**src/rtl/bwa_pkg.sv**
```systemverilog
package bwa_pkg;

    localparam int WIDE_W = 36;

    typedef enum logic [2:0] {
        PAIR_36_36,
        PAIR_36_18,
        PAIR_36_9,
        PAIR_18_36,
        PAIR_9_36
    } pair_e;

    typedef enum logic [1:0] {
        LANE_FULL,
        LANE_HALF,
        LANE_QUARTER
    } lane_e;

    typedef struct packed {
        pair_e pair;
        logic  big;
    } cfg_t;

    function automatic pair_e decode_pair(logic bm, logic iw, logic ow);
        pair_e p;
        if (!bm) begin
            p = PAIR_36_36;
        end else begin
            case ({iw, ow})
                2'b00:   p = PAIR_36_18;
                2'b01:   p = PAIR_36_9;
                2'b10:   p = PAIR_18_36;
                default: p = PAIR_9_36;
            endcase
        end
        return p;
    endfunction

    function automatic logic is_pack(pair_e p);
        return (p == PAIR_18_36) || (p == PAIR_9_36);
    endfunction

    function automatic lane_e lane_of(pair_e p);
        lane_e l;
        case (p)
            PAIR_36_18, PAIR_18_36: l = LANE_HALF;
            PAIR_36_9, PAIR_9_36:   l = LANE_QUARTER;
            default:                l = LANE_FULL;
        endcase
        return l;
    endfunction

    function automatic logic [2:0] lane_count(lane_e l);
        logic [2:0] n;
        case (l)
            LANE_HALF:    n = 3'd2;
            LANE_QUARTER: n = 3'd4;
            default:      n = 3'd1;
        endcase
        return n;
    endfunction

    // Physical lane (0 = least significant) for the seq-th narrow word.
    function automatic logic [1:0] lane_pos(logic [1:0] seq, logic [2:0] cnt, logic big);
        logic [2:0] rev;
        rev = cnt - 3'd1 - {1'b0, seq};
        return big ? rev[1:0] : seq;
    endfunction

endpackage

```
**src/rtl/bwa_cfg.sv**
```systemverilog
module bwa_cfg
    import bwa_pkg::*;
(
    input  logic clk,
    input  logic rst,
    input  logic bm,
    input  logic iw,
    input  logic ow,
    input  logic big,
    output cfg_t cfg
);
    cfg_t cfg_q;

    always_ff @(posedge clk) begin
        if (rst) begin
            cfg_q.pair <= decode_pair(bm, iw, ow);
            cfg_q.big  <= big;
        end
    end

    assign cfg = cfg_q;
endmodule

```
**src/rtl/bwa_split.sv**
```systemverilog
module bwa_split
    import bwa_pkg::*;
#(
    parameter int W = WIDE_W
) (
    input  logic         clk,
    input  logic         rst,
    input  lane_e        lw,
    input  logic         big,
    input  logic         in_valid,
    output logic         in_ready,
    input  logic [W-1:0] in_data,
    output logic         out_valid,
    input  logic         out_ready,
    output logic [W-1:0] out_data
);
    localparam int H = W / 2;
    localparam int Q = W / 4;

    logic [W-1:0] hold_q;
    logic         busy_q;
    logic [1:0]   seq_q;
    logic [2:0]   cnt;
    logic [1:0]   pos;
    logic         last;
    logic [H-1:0] half_l [2];
    logic [Q-1:0] quar_l [4];

    for (genvar g = 0; g < 2; g++) begin : g_half
        assign half_l[g] = hold_q[g*H +: H];
    end
    for (genvar g = 0; g < 4; g++) begin : g_quar
        assign quar_l[g] = hold_q[g*Q +: Q];
    end

    assign cnt  = lane_count(lw);
    assign pos  = lane_pos(seq_q, cnt, big);
    assign last = ({1'b0, seq_q} == cnt - 3'd1);

    assign out_valid = busy_q;
    assign in_ready  = !busy_q || (out_ready && last);

    always_comb begin
        case (lw)
            LANE_HALF:    out_data = {{(W-H){1'b0}}, half_l[pos[0]]};
            LANE_QUARTER: out_data = {{(W-Q){1'b0}}, quar_l[pos]};
            default:      out_data = hold_q;
        endcase
    end

    always_ff @(posedge clk) begin
        if (rst) begin
            busy_q <= 1'b0;
            seq_q  <= '0;
            hold_q <= '0;
        end else begin
            if (busy_q && out_ready) begin
                if (last) begin
                    busy_q <= 1'b0;
                    seq_q  <= '0;
                end else begin
                    seq_q <= seq_q + 2'd1;
                end
            end
            if (in_valid && in_ready) begin
                hold_q <= in_data;
                busy_q <= 1'b1;
                seq_q  <= '0;
            end
        end
    end
endmodule

```
**src/rtl/bwa_pack.sv**
```systemverilog
module bwa_pack
    import bwa_pkg::*;
#(
    parameter int W = WIDE_W
) (
    input  logic           clk,
    input  logic           rst,
    input  lane_e          lw,
    input  logic           big,
    input  logic           in_valid,
    output logic           in_ready,
    input  logic [W/2-1:0] in_data,
    output logic           out_valid,
    input  logic           out_ready,
    output logic [W-1:0]   out_data
);
    localparam int H = W / 2;
    localparam int Q = W / 4;

    logic [W-1:0] acc_q, acc_d;
    logic         full_q;
    logic [1:0]   seq_q;
    logic [2:0]   cnt;
    logic [1:0]   pos;
    logic         last;
    logic         take;

    assign cnt  = lane_count(lw);
    assign pos  = lane_pos(seq_q, cnt, big);
    assign last = ({1'b0, seq_q} == cnt - 3'd1);

    assign in_ready  = !full_q || out_ready;
    assign take      = in_valid && in_ready;
    assign out_valid = full_q;
    assign out_data  = acc_q;

    always_comb begin
        acc_d = acc_q;
        case (lw)
            LANE_HALF:    acc_d[int'(pos[0])*H +: H] = in_data;
            LANE_QUARTER: acc_d[int'(pos)*Q +: Q]    = in_data[Q-1:0];
            default:      acc_d = acc_q;
        endcase
    end

    always_ff @(posedge clk) begin
        if (rst) begin
            acc_q  <= '0;
            full_q <= 1'b0;
            seq_q  <= '0;
        end else begin
            if (full_q && out_ready) begin
                full_q <= 1'b0;
            end
            if (take) begin
                acc_q <= acc_d;
                if (last) begin
                    full_q <= 1'b1;
                    seq_q  <= '0;
                end else begin
                    seq_q <= seq_q + 2'd1;
                end
            end
        end
    end
endmodule

```
**src/rtl/bus_width_adapter.sv**
```systemverilog
module bus_width_adapter
    import bwa_pkg::*;
#(
    parameter int W = WIDE_W
) (
    input  logic         clk,
    input  logic         rst,
    input  logic         cfg_bm,
    input  logic         cfg_iw,
    input  logic         cfg_ow,
    input  logic         cfg_big,
    input  logic         in_valid,
    output logic         in_ready,
    input  logic [W-1:0] in_data,
    output logic         out_valid,
    input  logic         out_ready,
    output logic [W-1:0] out_data
);
    cfg_t         cfg_q;
    logic         pack_mode;
    lane_e        lane_w;

    logic         sp_in_valid, sp_in_ready, sp_out_valid, sp_out_ready;
    logic [W-1:0] sp_out_data;
    logic         pk_in_valid, pk_in_ready, pk_out_valid, pk_out_ready;
    logic [W-1:0] pk_out_data;

    bwa_cfg u_cfg (
        .clk (clk),
        .rst (rst),
        .bm  (cfg_bm),
        .iw  (cfg_iw),
        .ow  (cfg_ow),
        .big (cfg_big),
        .cfg (cfg_q)
    );

    assign pack_mode = is_pack(cfg_q.pair);
    assign lane_w    = lane_of(cfg_q.pair);

    assign sp_in_valid  = in_valid  && !pack_mode;
    assign sp_out_ready = out_ready && !pack_mode;
    assign pk_in_valid  = in_valid  && pack_mode;
    assign pk_out_ready = out_ready && pack_mode;

    bwa_split #(.W(W)) u_split (
        .clk       (clk),
        .rst       (rst),
        .lw        (lane_w),
        .big       (cfg_q.big),
        .in_valid  (sp_in_valid),
        .in_ready  (sp_in_ready),
        .in_data   (in_data),
        .out_valid (sp_out_valid),
        .out_ready (sp_out_ready),
        .out_data  (sp_out_data)
    );

    bwa_pack #(.W(W)) u_pack (
        .clk       (clk),
        .rst       (rst),
        .lw        (lane_w),
        .big       (cfg_q.big),
        .in_valid  (pk_in_valid),
        .in_ready  (pk_in_ready),
        .in_data   (in_data[W/2-1:0]),
        .out_valid (pk_out_valid),
        .out_ready (pk_out_ready),
        .out_data  (pk_out_data)
    );

    assign in_ready  = pack_mode ? pk_in_ready  : sp_in_ready;
    assign out_valid = pack_mode ? pk_out_valid : sp_out_valid;
    assign out_data  = pack_mode ? pk_out_data  : sp_out_data;
endmodule

```
**config.mk**
```make
export PLATFORM = sky130hd
export DESIGN_NAME = bus_width_adapter
export DESIGN_NICKNAME = d
export VERILOG_FILES = /design/src/rtl/bwa_pkg.sv /design/src/rtl/bwa_cfg.sv /design/src/rtl/bwa_split.sv /design/src/rtl/bwa_pack.sv /design/src/rtl/bus_width_adapter.sv
export SDC_FILE = /design/constraint.sdc
export NUM_CORES = 1
export LEC_CHECK = 0
export ABC_AREA = 1
export BUFFER_PORTS_ARGS = -buffer_cell sky130_fd_sc_hd__buf_2
export CAP_MARGIN = 20
export CORE_ASPECT_RATIO = 2
export CORE_MARGIN = 10
export CORE_UTILIZATION = 55
export CTS_BUF_LIST = sky130_fd_sc_hd__clkbuf_4 sky130_fd_sc_hd__clkbuf_8 sky130_fd_sc_hd__clkbuf_16
export DETAILED_ROUTE_END_ITERATION = 10
export PLACE_DENSITY = 0.8
export SYNTH_ARGS = -nofsm -noshare
export SYNTH_HDL_FRONTEND = slang
export SYNTH_SLANG_ARGS = --single-unit
export TNS_END_PERCENT = 10
```
**constraint.sdc**
```tcl
create_clock -name clk -period 5.22 [get_ports clk]
set_input_delay 0.261 -clock clk [delete_from_list [all_inputs] [get_ports clk]]
set_output_delay 0.261 -clock clk [all_outputs]
set_load 0.01 [all_outputs]
```
Word-level counts from Yosys, hierarchy flattened --
Index checks and enable logic that the tools add are counted.
Storage, ports and cells: bits of input ports 44, flip-flop bits (word level) 82, output and inout port bits 38, word-level logic and storage cells 85
Cells by class: reductions and logical operators 24, shift-type cells 4, eq/ne operators 10, multipliers 2, bitwise logic cells 2, order comparisons 2, add/subtract/negate cells 7, muxes and demuxes 26
Operators with widths (number):
- $pmux W36 S2 | 2
- $bwmux W36 | 2
- $neg A32 Y33 | 2
- $mux W18 | 3
- $mux W36 | 1
- $shift A18 B33 Y36 const A | 1
- $shift A9 B33 Y36 const A | 1
- $shiftx A18 B33 Y36 | 1
- $shiftx A9 B33 Y36 | 1
- $bmux W9 S2 | 1
- $mux W9 | 2
- $logic_and A1 B1 Y1 | 9
- $pmux W3 S3 | 1
- $mux W1 | 8
- $mux W2 | 4
- $eq A2 B3 Y1 | 2
- $eq A3 B2 Y1 const B | 2
- $mul A2 B4 Y6 const B | 1
- $pmux W3 S2 | 1
- $reduce_bool A2 Y1 | 3
- $reduce_or A2 Y1 | 3
- $mul A1 B4 Y5 const B | 1
- $add A2 B1 Y2 const B | 2
- $eq A2 B1 Y1 const B | 2
- 14 further kinds | 21

Logic depth before layout (Yosys ltp) --
Gate-level depths: netlist (run 1).
depth after elaboration 14, depth in mapped cells 24, gate-level depth less buffers 22

By module --
From an unflattened synthesis (run 1), not the netlist that was laid out.
Unflattened totals: cell total of the unflattened synthesis 1038, area total of the unflattened synthesis 6002.0 um2
Modules (own cells, without submodules):
- bwa_split | area each 2922.8 um2, instances 1, seq. area each 780.7 um2, cells an instance 528
- bwa_pack | area each 2253.4 um2, instances 1, seq. area each 780.7 um2, cells an instance 352
- bus_width_adapter | area each 630.6 um2, instances 1, seq. area each 0.0 um2, cells an instance 141
- bwa_cfg | area each 195.2 um2, instances 1, seq. area each 120.1 um2, cells an instance 17

Least setup slack after synthesis (run 1) --
OpenSTA, ideal clock, no wires.
path type register to register, start point register, netlist name u_cfg.cfg[2], end point register u_pack.acc_q[26], in the netlist u_pack.out_data[26], arrival time 3.215 ns, period minus slack after synthesis 3.279 ns, path slack 1.941 ns, stages on the path, launching flop included 20, library setup time 0.064 ns, data required time 5.156 ns, buffers on the path 3, path through edfxtp_1 > or2_2 > nand3_1 > inv_1 > ha_1 > ha_1 > nand2_1 > o21ai_4 > inv_4 > buf_2 > ha_1 > buf_4 > inv_1 > or2_2 > clkbuf_1 > nor3_1 > nand3_1 > o21ai_0 > nor2_1 > nor2_1
Between the ends: word-level cells in the longest chain between the ends 13, elaborated cells between the ends (all ways) 31, those cells by class add/sub: 4; mul: 2; eq/ne: 6; shift: 4; mux: 6; reduce/logical: 9
Ends and longest elaborated chain:
- $eq A3 B3 Y1 (tied with other cells) | line bwa_pkg.sv:40, bwa_pkg.sv:45
- $reduce_or A2 Y1 | line bwa_pkg.sv:45 | case (p)
- $pmux W2 S2 | line bwa_pkg.sv:45
- $eq A2 B2 Y1 / $eq A2 B1 Y1 (equally long branches) | line bwa_pkg.sv:55, bwa_pack.sv:39
- $pmux W3 S2 | line bwa_pkg.sv:55 | case (l)
- $sub A3 B1 Y3
- $sub A2 B2 Y2 | line bwa_pkg.sv:66 | rev = cnt - 3'd1 - {1'b0, seq};
- $mux W2 | line bwa_pkg.sv:67 | return big ? rev[1:0] : seq;
- $mul A1 B4 Y5 / $mul A2 B4 Y6 (equally long branches) | line bwa_pack.sv:40, bwa_pack.sv:41
- $neg A32 Y33 (on tied branches) | line bwa_pack.sv:40, bwa_pack.sv:41
- $shiftx A18 B33 Y36 (tied with other cells) | line bwa_pack.sv:40 | LANE_HALF: acc_d[int'(pos[0])*H +: H] = in_data;
- $bwmux W36 (on tied branches) | line bwa_pack.sv:40, bwa_pack.sv:41
- $pmux W36 S2 | line bwa_pack.sv:39 | case (lw)
- end signal: assignment | line bwa_pack.sv:48 | acc_q <= '0;
- end signal: assignment | line bwa_pack.sv:56 | acc_q <= acc_d;
- end: declaration | line bwa_pack.sv:20 | logic [W-1:0] acc_q, acc_d;
Parallel ways exist; a longest one is shown, timed or not. A chain may end at the register's enable or synchronous reset.

Worst setup path after layout (run 1) --
start point register, netlist name u_cfg.cfg[2], end point output port out_data[7]
Between the ends: word-level cells in the longest chain between the ends 14, elaborated cells between the ends (all ways) 24, those cells by class add/sub: 2; eq/ne: 6; mux: 11; bitwise: 2; reduce/logical: 3
Ends and longest elaborated chain:
- $eq A3 B3 Y1 (tied with other cells) | line bwa_pkg.sv:40, bwa_pkg.sv:45
- $reduce_or A2 Y1 | line bwa_pkg.sv:45
- $pmux W2 S2 | line bwa_pkg.sv:45
- $eq A2 B2 Y1 / $eq A2 B1 Y1 (equally long branches) | line bwa_pkg.sv:55, bwa_split.sv:44
- $pmux W3 S2 | line bwa_pkg.sv:55
- $sub A3 B1 Y3
- $sub A2 B2 Y2 | line bwa_pkg.sv:66
- $mux W2 | line bwa_pkg.sv:67
- $not A2 Y3 (implied by the code) / $not A1 Y2 (equally long branches) | line bwa_split.sv:46, bwa_split.sv:45
- $bmux W9 S2 / $mux W18 (equally long branches) | line bwa_split.sv:46, bwa_split.sv:45
- $mux W9 (implied by the code) / $mux W18 (equally long branches) (2 in a row) | line bwa_split.sv:46, bwa_split.sv:45
- $pmux W36 S2 | line bwa_split.sv:44 | case (lw)
- $mux W36 * | line bus_width_adapter.sv:74 | assign out_data = pack_mode ? pk_out_data : sp_out_data;
- end: declaration | line bus_width_adapter.sv:17 | output logic [W-1:0] out_data
Every way passes the cells marked *; elsewhere a longest branch is shown, timed or not. The select of a mux whose other input is x is not followed.

==> summary.txt, run 1 <==
Detailed routing
  – Number of DRC markers in iteration 0: 390
  – Routed wire length: 17200 um
  – Via Count: 5403
  – Final ANT Viol Nets: 0
  – Total iterations of the first detailed-routing run: 5
  – Vias per cell: 5.69
  – DR DRC count: 0
  – WL per Instance: 18.1 um

Final layout
  – ANT cells: 0
  – Non-filler cells, final: 950
  – Layout cell share with drive strength beyond 1: 15.9%
  – Area occupied by multi-input gates: 0.00285 mm^2
  – Final nets: 898
  – Area Overhead vs Synth: 12.1%
  – Register Area: 0.00168 mm^2
  – Fill cells: 870

Worst setup path
  – Arr. time, crit path: 3690 ps
  – Crit path top cell by count: nand2_1
  – Crit-path max cell delay: 420 ps
  – Critical Path End Type: output port
  – Slowest stage cell, crit path: edfxtp_1
  – Worst R2R Start: u_cfg.cfg[2]
  – Max FO, Critical Path: 30
  – Worst setup path class: reg2out
  – Critical path launch point: u_cfg.cfg[2]
  – Worst path cell trace: or2_2 > nand3_1 > inv_1 > ha_1 > buf_4 > ha_1 > nand2_1 > o21ai_1 > buf_4 > inv_1 > nand2_1 > o21ai_0 > nand2_1 > nand3_1 > nand2_1 > nand2_1 > nand2_1 > buf_2
  – Required time of the worst setup path: 4960 ps
  – Type of origin of the critical path: register

Synth
  – Cell taking the most area after synthesis: dfxtp_1
  – Register area share after synthesis: 32.8%
  – Netlist cell types: 37
  – Area fraction of the dominant cell type after synthesis: 30.5%
  – Compound-Gate Fraction of Synth Area: 20.4%
  – Main combinational cell family by area after synthesis: simple AND/OR/NAND/NOR gates
  – Synth Net Count: 849
  – Main synth FF type: dfxtp_1
  – Syn Std Cell Area: 0.00513 mm^2
  – Post-synthesis xor/xnor area fraction: 0.171%
  – EDFF count, synth: 4
  – Yosys Warn Count: 0
  – Async S/R FF share, synth: 0%
  – Synth Area in Simple Gates: 32.7%
  – Avg Synthesized Cell Area: 6.45 um^2
  – Top cells by area, synth: dfxtp_1 (30%), nand2_1 (16%), o21ai_0 (7.5%)
  – Synth Area in Adders: 2.44%
  – Mux contribution to synthesized area: 0%
  – Seq cells post-synth: 82
  – Gate Count Post-Synth: 795

Clock network
  – Clock sinks: 82
  – Max Buffers Root-to-Sink: 2
  – Clk Latency, worst-skew pair: 340 ps
  – Post-CTS sizing: 0
  – Worst-path clk slew: 60 ps
  – Setup bufs post-CTS: 0
  – Hold_buf cts: 0
  – Clock Root Buffer: clkbuf_16
  – CTS buffer count: 9
  – H-tree level count: 3
  – CTS tree: built

Hold path
  – HP Class: in2reg
  – Worst min-delay path startpoint: cfg_big

Power and ir drop
  – Net Sw Power: 0.746 mW
  – Power per cell area: 345 mW/mm^2
  – Switching Share: 37.6%
  – Comb power frac: 31.8%
  – Internal: 1.24 mW
  – LEAKAGE: 2.68 nW
  – Clock share of power: 32.6%
  – Total Power: 1.98 mW
  – Sequential share of power: 35.6%
  – VDD IR max: 0.229 mV

Timing
  – Unrepaired setup endpoints after global routing: no
  – Max Clock Skew: 5.94 ps
  – Crit path time final: 3950 ps
  – Fin. max-slew vios: 0
  – Worst slew pin tran: 873 ps
  – Setup TNS: 0 ps
  – Max Fclk: 253 MHz
  – Final Hold Vio Count: 0
  – Fin crit share: 75.7%
  – Hold WS: 98.8 ps
  – Post-route setup slack: 1270 ps
  – Worst slew margin: 41.8%
  – Setup Viol. Count Final: 0

GRT
  – Largest net degree at the start of global routing: 58
  – Vias in the first global route: 5404
  – Aggregate global routing overflow: 0
  – GRT Util Overall: 25.0%
  – Initial antenna violation count: 0
  – Wire length of the first global-routing pass: 27100 um

Floorplan
  – Num rows: 49
  – Core area: 0.00907 mm^2
  – # IOs: 82
  – Floorplan die width: 88.3 um
  – DIE HEIGHT: 157 um
  – Die Area: 0.0138 mm^2
  – Initial core utilization: 56.5%

Placement
  – Inst Count DP: 935
  – Place WS: 1340 ps
  – Final HPWL DP: 13100 um
  – Routability cong.: 0.982
  – Port Buffers: 81

Status
  – Status: finished, final reports clean

Flow run
  – Max cap viols: 0
synthesized netlist by cell type, types with 2 or more instances:
master / instances
o21ai_4: 2
dfxtp_1: 78
nand3_1: 71
inv_4: 3
nor2_1: 52
buf_1: 2
nand3b_1: 2
or2_2: 3
nand2_2: 6
nand4_1: 4
buf_2: 10
nand2_1: 217
buf_4: 4
nor2_4: 5
o21ai_0: 77
nand2_4: 6
nand3_2: 4
a21oi_1: 75
clkbuf_1: 23
buf_6: 7
nor2_2: 2
inv_1: 81
o211ai_1: 9
inv_2: 3
nor3_1: 6
o31ai_1: 12
o22ai_1: 9
edfxtp_1: 4
ha_1: 10
through the flow:
stage | cell area (um^2) | util [%]
floorplan | 5130 | -
detailed placement | 5450 | 60.1
global placement | 5420 | 59.8
finish | 5750 | 63.3
global route | 5750 | 63.3
CTS | 5750 | 63.3
metal layers:
layer,share of wire [%],track usage [%]
met1,37,26.9
met2,51,42.6
met3,6.2,4.26
met4,6.6,17.7
met5,0,0
flip-flops by register name, indices dropped and copies added, names as in the netlist:
name               count
u_split.hold_q        36
u_cfg.cfg              4
u_split.out_valid      1
u_pack.out_data       36
u_pack.out_valid       1
u_pack.seq_q           2
u_split.seq_q          2
area by class of cell:
type                    count  area share, %
clock buffers               9           3.92
clock inverters             6           1.20
inverters                  87           5.81
multi-input cells         579           49.7
flip-flops and latches     82           29.3
well taps                 102           2.22
repair buffers             85           7.93
power by group through the flow:
| stage | Sequential [mW] | Clock [mW] | Combinational [mW] |
|---|---|---|---|
| final | 0.705 | 0.645 | 0.631 |
| after global routing | 0.708 | 0.674 | 0.701 |
| after CTS | 0.704 | 0.645 | 0.623 |
| after detailed placement | 0.718 | 0 | 0.620 |
| after global placement | 0.716 | 0 | 0.606 |
| after floorplan | 0.707 | 0 | 0.459 |
worst max-delay path: cells and delay by family, from the launching register on:
kind / cells / cell delay (ps)
AOI/OAI and AO/OA: 2 / 170
adders and majority gates: 2 / 640
buffers and inverters: 5 / 1140
DFF: 1 / 420
and+or+nand+nor: 9 / 950
cells by family after synthesis:
family / after synthesis
AO/OA/AOI/OAI: 189
XOR/XNOR: 1
flip-flops: 82
adder cells (fa/ha/maj): 10
buffers and inverters: 134
AND/OR/NAND/NOR: 379
cell usage in the layout, fill, tap and decap left out, types with 9 or more instances in the layout:
| cell | count |
|---|---|
| a21oi_1 | 75 |
| buf_2 | 81 |
| clkbuf_16 | 9 |
| dfxtp_1 | 78 |
| ha_1 | 10 |
| inv_1 | 81 |
| nand2_1 | 217 |
| nand3_1 | 71 |
| nor2_1 | 52 |
| o211ai_1 | 9 |
| o21ai_0 | 77 |
| o22ai_1 | 9 |
| o31ai_1 | 12 |
final timing paths:
kind	end	slack, ps	depth (start not counted)
worst max-delay path	out_data[7]	1270	18
worst min-delay path	u_cfg.cfg[0]	100	1
worst max register to register	u_pack.out_data[30]	1300	17
worst min register to register	u_pack.out_data[20]	470	2
No activity file was read; power rests on OpenSTA's default activity.
==> run 2, diff against run 1 <==
==> constraint.sdc (replaced) <==
create_clock -name clk -period 3.8 [get_ports clk]
set_input_delay 0.19 -clock clk [delete_from_list [all_inputs] [get_ports clk]]
set_output_delay 0.19 -clock clk [all_outputs]
set_load 0.01 [all_outputs]
==> summary.txt, run 2 (synthesized netlist as in run 1, its figures left out) <==
Status
  – Status: finished, final reports clean

Final layout
  – Most frequent cells in the layout: nand2_1 (217), buf_2 (81), inv_1 (80)
  – ANT cells: 0
  – Post-layout util: 63.9%
  – Final nets: 903
  – Fill cells: 886
  – Non-filler cells, final: 956
  – Area Overhead vs Synth: 13.1%
  – Area occupied by multi-input gates: 0.00286 mm^2
  – Register Area: 0.00168 mm^2
  – Most common cell after layout, fill and taps aside: nand2_1
  – Layout cell share with drive strength beyond 1: 16.7%

Worst setup path
  – Crit path top cell by count: nand2_1
  – Worst path cell trace: or2_2 > nand3_1 > inv_1 > ha_1 > ha_1 > nand2_1 > o21ai_1 > buf_4 > nand2_1 > o21ai_0 > nand2_1 > nand3_1 > nand2_1 > nand2_1 > nand2_1 > buf_2
  – Slowest stage cell, crit path: edfxtp_1
  – Type of origin of the critical path: register
  – Required time of the worst setup path: 3610 ps
  – Arr. time, crit path: 3310 ps
  – Worst setup path class: reg2out
  – Reg2Reg Setup Slack: 330 ps
  – Reg2reg end: u_pack.out_data[3]
  – Crit-path max cell delay: 430 ps
  – Critical Path End Type: output port
  – Top delay family on crit path: simple AND/OR/NAND/NOR gates
  – Path depth of the worst reg2reg path: 15
  – Worst R2R Start: u_cfg.cfg[2]
  – CP bufs+invs: 3
  – Max FO, Critical Path: 29

Floorplan
  – Initial core utilization: 56.5%
  – DIE HEIGHT: 157 um
  – Num rows: 49
  – Floorplan die width: 88.3 um
  – Core area: 0.00907 mm^2
  – Die Area: 0.0138 mm^2
  – # IOs: 82

Detailed routing
  – Total iterations of the first detailed-routing run: 5
  – Via Count: 5510
  – Routed wire length: 17100 um
  – Vias per cell: 5.76
  – Final ANT Viol Nets: 0
  – Number of DRC markers in iteration 0: 555
  – WL per Instance: 17.9 um
  – DR DRC count: 0

Timing
  – Setup Viol. Count Final: 0
  – Worst slew margin: 49.2%
  – Post-route setup slack: 298 ps
  – Worst slew pin tran: 761 ps
  – Setup TNS: 0 ps
  – Crit path time final: 3500 ps
  – Max Clock Skew: 5.75 ps
  – Fin crit share: 92.2%
  – Unrepaired setup endpoints after global routing: no
  – Max Fclk: 286 MHz
  – Fin. max-slew vios: 0
  – Final Hold Vio Count: 0
  – Hold WS: 21.5 ps

Hold path
  – Hold path endpoint: u_cfg.cfg[0]
  – HP Class: in2reg
  – Hold path cells: 1
  – Worst min-delay path startpoint: cfg_big

Clock network
  – Max Buffers Root-to-Sink: 2
  – Clk Latency, worst-skew pair: 350 ps
  – Clock Root Buffer: clkbuf_16
  – H-tree level count: 3
  – Worst-path clk slew: 60 ps
  – CTS buffer count: 9
  – Setup bufs post-CTS: 0
  – Clock sinks: 82
  – CTS tree: built

GRT
  – Initial antenna violation count: 0
  – Aggregate global routing overflow: 0
  – Vias in the first global route: 5306
  – GRT Util Overall: 24.8%
  – Wire length of the first global-routing pass: 26800 um
  – Largest net degree at the start of global routing: 58

Placement
  – Routability cong.: 0.957
  – Inst Count DP: 940
  – Final HPWL DP: 12700 um
  – Place WS: 336 ps
  – Port Buffers: 81

Flow run
  – Max cap viols: 0

Power and ir drop
  – Power per cell area: 476 mW/mm^2
  – LEAKAGE: 2.72 nW
  – VDD IR max: 0.272 mV
-- run 2: cell types whose count changed in the layout (fill, tap and decap cells not counted), sizes merged --
cell,previous run,this run
buf,85,90
clkbuf,9,10
clkinv,4,3
inv,87,88
-- run 2: report_power, final --
part / total [mW] / switching, mW / leakage [nW] / internal [mW]
clock: 0.904 / 0.376 / 0.149 / 0.528
sequential: 0.968 / 0.0394 / 0.675 / 0.928
combinational: 0.884 / 0.615 / 1.89 / 0.269
total: 2.76 / 1.03 / 2.72 / 1.73
-- run 2: metrics by stage --
stage / area (um^2) / total power, mW
after floorplan: 5130 / 1.60
after global placement: 5460 / 1.83
after detailed placement: 5490 / 1.85
after CTS: 5790 / 2.74
after global routing: 5800 / 2.89
final: 5800 / 2.76
-- run 2: routing by layer --
metal,GRT usage [%],up-vias,wire length (um)
met1,26.2,2496,6030
met2,44.3,252,8930
met4,14.7,0,906
met5,0,-,0
met3,3.95,56,1220
li1,-,2706,-
-- run 2: what timing repair did --
| action | 4_1_cts | 5_1_grt |
|---|---|---|
| hold buffers | 0 | 0 |
| setup endpoints to repair | 0 | 13 |
| gates resized for setup | 0 | 2 |
-- run 2: how the worst max path moves through the flow --
stage	start	to	slack, ps	cells past startpoint
floorplan	u_cfg.cfg[2]	u_pack.out_data[26]	520	19
global placement	u_cfg.cfg[2]	u_pack.out_data[7]	440	15
detailed placement	u_cfg.cfg[2]	u_pack.out_data[3]	340	15
CTS	u_cfg.cfg[2]	out_data[7]	210	16
global route	u_cfg.cfg[3]	out_data[4]	40	17
finish	u_cfg.cfg[2]	out_data[7]	300	16
-- run 2: area by class of cell --
type                            instances  share of cell area, %
Clock buffer                           10                   4.12
Multi-Input combinational cell        579                   49.3
Timing Repair Buffer                   90                   8.51
Inverter                               87                   5.76
Sequential cell                        82                   29.0
Tap cell                              102                   2.20
Clock inverter                          6                   1.12
